$ cat config.mk
export PLATFORM = sky130hd
export DESIGN_NAME = sdin_deser
export DESIGN_NICKNAME = d
export VERILOG_FILES = /design/src/rtl/sdin_pkg.sv /design/src/rtl/sdin_frame_timer.sv /design/src/rtl/sdin_lane.sv /design/src/rtl/sdin_deser.sv
export SDC_FILE = /design/constraint.sdc
export NUM_CORES = 1
export LEC_CHECK = 0
export ABC_AREA = 1
export BUFFER_PORTS_ARGS = -buffer_cell sky130_fd_sc_hd__buf_2
export CAP_MARGIN = 20
export CORE_MARGIN = 1.5
export CORE_UTILIZATION = 58
export DETAILED_ROUTE_END_ITERATION = 7
export PLACE_DENSITY = 0.75
export SLEW_MARGIN = 20
export SYNTH_ARGS = -nofsm -noshare
export SYNTH_HDL_FRONTEND = slang
export SYNTH_HIERARCHICAL = 1
export SYNTH_SLANG_ARGS = --single-unit
$ cat constraint.sdc
create_clock -name bclk_i -period 4.1 [get_ports bclk_i]
set_input_delay 0.41 -clock bclk_i [delete_from_list [all_inputs] [get_ports bclk_i]]
set_output_delay 0.41 -clock bclk_i [all_outputs]
set_load 0.005 [all_outputs]
$ cat src/rtl/sdin_pkg.sv
package sdin_pkg;
  localparam int OUT_W  = 24;
  localparam int HALF_W = 32;
  localparam int FMT_W  = 4;

  typedef struct packed {
    logic       en;
    logic       ljust;
    logic [4:0] width;
  } fmt_mode_t;

  function automatic fmt_mode_t decode_fmt(input logic [FMT_W-1:0] code);
    fmt_mode_t m;
    m = '0;
    if (!code[3]) begin
      m.en    = 1'b1;
      m.ljust = code[2];
      m.width = 5'd16 + {2'b00, code[1:0], 1'b0};
    end else if (code[3:1] == 3'b110) begin
      m.en    = 1'b1;
      m.ljust = code[0];
      m.width = 5'd24;
    end
    return m;
  endfunction

  // raw[HALF_W-1] holds the first slot of the half
  function automatic logic [OUT_W-1:0] align_sample(input logic [HALF_W-1:0] raw,
                                                    input fmt_mode_t m);
    logic [OUT_W-1:0] r;
    if (!m.en)
      r = '0;
    else if (m.ljust)
      r = raw[HALF_W-1 -: OUT_W] & ~({OUT_W{1'b1}} >> m.width);
    else
      r = raw[OUT_W-1:0] << (5'd24 - m.width);
    return r;
  endfunction
endpackage

$ cat src/rtl/sdin_frame_timer.sv
module sdin_frame_timer
  import sdin_pkg::*;
#(
  parameter int USER_W = 4
) (
  input  logic              clk_i,
  input  logic              rst_ni,
  input  logic              wclk_i,
  input  logic              pol_i,
  input  logic [FMT_W-1:0]  fmt_i,
  input  logic [USER_W-1:0] user_i,
  output logic              cap_left_o,
  output logic              frame_done_o,
  output fmt_mode_t         mode_o,
  output logic              valid_o,
  output logic [USER_W-1:0] user_o
);
  localparam int PERIOD = 2 * HALF_W;
  localparam int SLOT_W = $clog2(PERIOD) + 1;
  localparam logic [SLOT_W-1:0] SLOT_MAX = '1;

  logic              wclk_q, seen_q, armed_q;
  logic [SLOT_W-1:0] slot_q;
  logic [FMT_W-1:0]  fmt_q;
  logic              start;

  assign start        = seen_q && (wclk_i != wclk_q) && (wclk_i == ~pol_i);
  assign cap_left_o   = !start && (slot_q == SLOT_W'(HALF_W));
  assign frame_done_o = start && armed_q && (slot_q == SLOT_W'(PERIOD));
  assign mode_o       = decode_fmt(fmt_q);

  always_ff @(posedge clk_i or negedge rst_ni) begin
    if (!rst_ni) begin
      wclk_q  <= 1'b0;
      seen_q  <= 1'b0;
      armed_q <= 1'b0;
      slot_q  <= '0;
      fmt_q   <= '0;
      valid_o <= 1'b0;
      user_o  <= '0;
    end else begin
      wclk_q  <= wclk_i;
      seen_q  <= 1'b1;
      valid_o <= frame_done_o;
      if (frame_done_o) user_o <= user_i;
      if (start) begin
        armed_q <= 1'b1;
        slot_q  <= SLOT_W'(1);
        fmt_q   <= fmt_i;
      end else if (slot_q != SLOT_MAX) begin
        slot_q <= slot_q + SLOT_W'(1);
      end
    end
  end
endmodule

$ cat src/rtl/sdin_lane.sv
module sdin_lane
  import sdin_pkg::*;
(
  input  logic             clk_i,
  input  logic             rst_ni,
  input  logic             sdata_i,
  input  logic             cap_left_i,
  input  logic             done_i,
  input  fmt_mode_t        mode_i,
  output logic [OUT_W-1:0] left_o,
  output logic [OUT_W-1:0] right_o
);
  logic [HALF_W-1:0] shift_q, left_raw_q;

  always_ff @(posedge clk_i or negedge rst_ni) begin
    if (!rst_ni) begin
      shift_q    <= '0;
      left_raw_q <= '0;
      left_o     <= '0;
      right_o    <= '0;
    end else begin
      shift_q <= {shift_q[HALF_W-2:0], sdata_i};
      if (cap_left_i) left_raw_q <= shift_q;
      if (done_i) begin
        left_o  <= align_sample(left_raw_q, mode_i);
        right_o <= align_sample(shift_q, mode_i);
      end
    end
  end
endmodule

$ cat src/rtl/sdin_deser.sv
module sdin_deser
  import sdin_pkg::*;
#(
  parameter int LINES  = 4,
  parameter int USER_W = 4
) (
  input  logic                       bclk_i,
  input  logic                       rst_ni,
  input  logic                       wclk_i,
  input  logic                       wclk_pol_i,
  input  logic [FMT_W-1:0]           fmt_i,
  input  logic [LINES-1:0]           sdata_i,
  input  logic [USER_W-1:0]          user_i,
  output logic [2*LINES*OUT_W-1:0]   samples_o,
  output logic [USER_W-1:0]          user_o,
  output logic                       valid_o
);
  logic      cap_left, frame_done;
  fmt_mode_t mode;

  sdin_frame_timer #(.USER_W(USER_W)) timer_i (
    .clk_i       (bclk_i),
    .rst_ni      (rst_ni),
    .wclk_i      (wclk_i),
    .pol_i       (wclk_pol_i),
    .fmt_i       (fmt_i),
    .user_i      (user_i),
    .cap_left_o  (cap_left),
    .frame_done_o(frame_done),
    .mode_o      (mode),
    .valid_o     (valid_o),
    .user_o      (user_o)
  );

  for (genvar g = 0; g < LINES; g++) begin : g_lane
    sdin_lane lane_i (
      .clk_i     (bclk_i),
      .rst_ni    (rst_ni),
      .sdata_i   (sdata_i[g]),
      .cap_left_i(cap_left),
      .done_i    (frame_done),
      .mode_i    (mode),
      .left_o    (samples_o[(2*g)*OUT_W +: OUT_W]),
      .right_o   (samples_o[(2*g+1)*OUT_W +: OUT_W])
    );
  end
endmodule

---- Word level (Yosys, flattened, before mapping) ----
Index checks and enable logic that the tools add are counted.
storage, ports and cells
  flip-flop bits (word level) ............. 467
  input port bits ......................... 16
  output and inout port bits .............. 197
  word-level logic and storage cells ...... 78
operators by class
  add/sub/neg operators ................... 3
  equal/unequal tests ..................... 6
  shift-type cells ........................ 9
  mux-type cells .......................... 20
  bitwise logic cells ..................... 10
  reductions and logical operators ........ 7
operators with widths
  operator                 count
  $mux W24                 16
  $and A24 B24 Y24         8
  $shl A24 B5 Y24          8
  $mux W7                  4
  $not A24 Y24             1
  $shr A24 B5 Y24 const A  1
  $add A7 B1 Y7 const B    1
  $eq A7 B6 Y1 const B     1
  $eq A7 B7 Y1 const B     1
  $ne A7 B7 Y1 const B     1
  $add A5 B3 Y5 const A    1
  $logic_and A1 B1 Y1      5
  $sub A5 B5 Y5 const A    1
  $eq A3 B3 Y1 const B     1
  $reduce_bool A2 Y1       1
  $eq A1 B1 Y1             1
  $logic_not A1 Y1         1
  $ne A1 B1 Y1             1
  $not A1 Y1               1

---- Longest topological paths before layout ----
  word-level depth ........................ 8
  depth in mapped cells ................... 17
  mapped depth without buffers ............ 14

---- By module ----
The synthesis kept the hierarchy.
modules (own cells, without submodules)
  module                            instances  cells each  area an instance (um^2)  sequential area each (um^2)
  sdin_lane (g_lane[2].lane_i ...)  2          979         6944.2                   2802.7
  sdin_lane (g_lane[0].lane_i ...)  2          987         6914.1                   2802.7
  sdin_frame_timer                  1          113         945.9                    475.5

---- Worst setup path after synthesis ----
No wires, ideal clock.
  kind .................................... register to register
  start ................................... register timer_i.fmt_q[3]
  end ..................................... register g_lane[0].lane_i.left_o[17]
  setup time .............................. 66 ps
  arrival ................................. 3067 ps
  required time ........................... 4034 ps
  path slack .............................. 967 ps
  cell stages (with the launch flop) ...... 14
  path buffers ............................ 2
  clock period less this slack ............ 3133 ps
  cells stage by stage .................... dfrtp_1 -> nor2_1 -> inv_1 -> ha_1 -> buf_2 -> clkinv_1 -> clkbuf_1 -> o21ai_0 -> nand2_1 -> nand3_2 -> nand2_1 -> nand2_1 -> nand2_1 -> nand2_1
RTL lines
  element                   line                    source
  start: declaration        sdin_frame_timer.sv:24  logic [FMT_W-1:0] fmt_q;
  start signal: assignment  sdin_frame_timer.sv:49  fmt_q <= fmt_i;
  end signal: assignment    sdin_lane.sv:25         left_o <= align_sample(left_raw_q, mode_i);
  end: declaration          sdin_lane.sv:10         output logic [OUT_W-1:0] left_o,

---- Final worst setup path ----
  start ................................... register timer_i.slot_q[0]
  end ..................................... register g_lane[0].lane_i.right_o[3]
on the way
  longest elaborated chain between the ends .. 2
ends and longest elaborated chain
  element                   line                    source
  start: declaration        sdin_frame_timer.sv:23  logic [SLOT_W-1:0] slot_q;
  start signal: assignment  sdin_frame_timer.sv:51  slot_q <= slot_q + SLOT_W'(1);
  $eq A7 B7 Y1              sdin_frame_timer.sv:29  assign frame_done_o = start && armed_q && (slot_q == SLOT_W'(PERIOD));
  $logic_and A1 B1 Y1       sdin_frame_timer.sv:29
  net frame_done            sdin_deser.sv:18        logic cap_left, frame_done;
  end signal: assignment    sdin_lane.sv:26         right_o <= align_sample(shift_q, mode_i);
  end: declaration          sdin_lane.sv:11         output logic [OUT_W-1:0] right_o
The timed path passes the listed nets, and every way through them passes these cells.
A chain may end at the register's enable or synchronous reset.

==> summary.txt <==
Cell Area, Synth - 28700 um^2
YS warnings - 6
Area contributors post-synth - dfrtp_1 41%, nand2_1 19%, nand3_1 16%, o21ai_0 5.1%, mux2_2 3.1%
PD cells - 553 nW/um^2
Critical Path, Cell by Cell - inv_1 -> ha_1 -> nand3_1 -> nor2_8 -> nand2_1 -> inv_1 -> nand2_1 -> clkinv_1 -> nand3_1 -> nand2_1
Most Frequent Cell on Critical Path - nand2_1
DRC viols - 3
CP Capture Type - flip-flop
Post-synth EDFFs - 0
Final Hold Violating Endpoints - 0
status - complete, but fails checks
mux cell area share after synthesis - 3.14%
GRT overflow - 0
gpl congestion - 1.02
htree depth - 2
number of routed nets with antenna violations - 0
CP Max Fanout - 34
final slew viol count - 0
WP buf/inv - 3
Die Ht - 225 um
clk_lat worst skew - 620 ps
Mapped Cells - 4045
die width - 225 um
Post-CTS Repair Setup Buffers - 0
Synth Area in Simple Gates - 37.1%
Post-Syn Nets - 4079
CTS Buf Count - 49
Compound-Gate Fraction of Synth Area - 10.4%
static leakage power - 16.3 nW
largest area contributor in the netlist - dfrtp_1
top-count cell post-synth - nand2_1
Tmin final - 3560 ps
Synth Register Bits - 467
Pwr Total - 17.4 mW
Worst Path Arrival - 4040 ps
Largest stage delay, worst path - 930 ps
PostCTS Resize Cnt - 0
kind of critical path - reg2reg
I/O Buffers - 212
Die Area - 50800 um^2
synth unique cells - 44
Critical Path RT - 4580 ps
routed wire length - 97.5 mm
Top Family by Delay on Critical Path - simple AND/OR/NAND/NOR gates
Yosys top cell area share - 40.8%
core area - 48800 um^2
Max Clock Freq - 281 MHz
max cap viols - 0
DR iter-0 viols - 4187
drt pass-1 iters - 8
Post-DP HPWL - 68.8 mm
Peak VDD IR - 371 uV
Worst Skew - 18.5 ps
total routing usage reported by global routing - 38.6%
Post-Synth XOR/XNOR Area - 0.594%
largest net degree at the start of global routing - 197
vias - 29300
Synth async-reset ratio - 100%
fin crit share - 86.9%
crit path launch type - flip-flop
Top FF cell, synth - dfrtp_1
register area share after synthesis - 40.8%
Commonest cells post-synth - 1429 x nand2_1, 929 x nand3_1, 467 x dfrtp_1
Reg2Reg Setup Slack - 540 ps
global-route wire length before repair - 153 mm
Seq. cell area - 11700 um^2
RSZ-0062 raised after global routing - false
I/O pin count - 213
Max clock buf depth - 3
R2R depth - 10
Routed wire per std cell - 20.3 um
Hold Crit Class - in2reg
initial core utilization - 58.7%
clock-pin slew on the worst setup and hold paths - 60 ps
Fill cells - 4547
area of the multi-input gates - 14900 um^2
NumNets Final - 4136
FF-to-FF End - g_lane[0].lane_i/right_o[3]
vias in the first global route - 26800
Avg Inst Size Synth - 7.09 um^2
root buffer cell - clkbuf_16
area grow syn2layout - 10.0%
share of layout cells above drive strength 1 - 12.2%
vias per cell - 6.09
Setup TNS - 0 ps
Post-Synth Adder-Cell Area - 0.786%
Min-Delay Endpoint - timer_i/user_o[3]
hold path depth - 3
worst r2r src - timer_i/slot_q[0]
slew margin rel. - 27.8%
Worst Max-Slew Pin Slew - 1080 ps
largest family of logic cells by synthesized area - simple AND/OR/NAND/NOR gates
Hold Crit Start - user_i[3]
failing checks - DRC
CTS tree - yes
clk sinks - 467
row count - 81
CP max-delay cell - clkinv_1
Post-CTS Hold Buffers - 6
Setup-failing EPs final - 0
WHS - 31.2 ps
initial antenna violation count - 2
-- routing by layer --
metal	routed length [um]	global-route usage (%)
met1	41600	55.8
met2	42200	56.8
met3	8920	6.45
met4	4770	17.2
met5	7	0
-- report_power, final --
| part | internal (mW) | total (mW) | switching, mW |
|---|---|---|---|
| registers | 5.05 | 5.48 | 0.430 |
| logic | 2.18 | 7.29 | 5.11 |
| clock network | 2.75 | 4.66 | 1.91 |
-- worst reg2reg max path: cells and delay by family, from the launching register on --
kind	cells	cell delay, ps
buf+inv	3	1340
flops	1	390
simple gates	6	1510
fa+ha+maj	1	190
-- state kept, by name, summed over array words and instances, names as in the netlist --
signal and count:
g_lane.lane_i/left_o 96, g_lane.lane_i/left_raw_q 128, g_lane.lane_i/right_o 96, g_lane.lane_i/shift_q 128, timer_i/armed_q 1, timer_i/fmt_q 4
timer_i/seen_q 1, timer_i/slot_q 7, timer_i/user_o 4, timer_i/valid_o 1, timer_i/wclk_q 1
-- cells in the final DEF (no fill, tap or decap), types with 8 or more instances in the layout --
cell       instances
o21ai_1           36
nor2_1            63
a21oi_1          165
o211ai_1          30
inv_2             17
buf_4             57
buf_2            211
o31ai_1           10
nand2_1         1429
inv_1            145
nand4_1           10
clkbuf_16         51
buf_12            10
dfrtp_1          467
nand3_2           15
a22o_1             8
o21ai_0          291
mux2_2            80
clkinv_2          11
ha_1              18
nand3_1          929
clkbuf_1           9
-- cells by family after synthesis --
kind of cell	after synthesis
compound gates	553
xor+xnor	10
fa+ha+maj	18
buf+inv	449
flops	467
mux	80
other cells	2
simple gates	2466
-- stage by stage --
step           std cells  setup WS (ps)  instance area [um^2]  utilization, %
6_report            4805            539                 31500            64.5
3_3_place_gp        4709            604                 29800            61.0
3_5_place_dp        4709            593                 29800            61.0
2_1_floorplan       4045            967                 28700               -
4_1_cts             4804            590                 31500            64.5
5_1_grt             4805            326                 31500            64.5
-- cell type report --
type	instances	share of cell area [%]
multi-input cells	3129	47.4
flip-flops and latches	467	37.1
repair buffers	285	5.58
clock buffers	66	4.42
well taps	664	2.64
inverters	170	2.04
clock inverters	23	0.893
diodes	1	0.00794
-- how the worst max path moves through the flow --
stage	cells after the start	to	startpoint	slack (ps)
final	10	g_lane[0].lane_i/right_o[3]	timer_i/slot_q[0]	540
after detailed placement	10	g_lane[0].lane_i/right_o[3]	timer_i/slot_q[0]	590
after floorplan	13	g_lane[0].lane_i/left_o[17]	timer_i/fmt_q[3]	970
after CTS	10	g_lane[0].lane_i/right_o[3]	timer_i/slot_q[0]	590
after global placement	10	g_lane[0].lane_i/right_o[3]	timer_i/slot_q[0]	600
after global routing	10	g_lane[0].lane_i/right_o[3]	timer_i/slot_q[0]	330
Note: power is estimated with default switching activity, not from simulation.
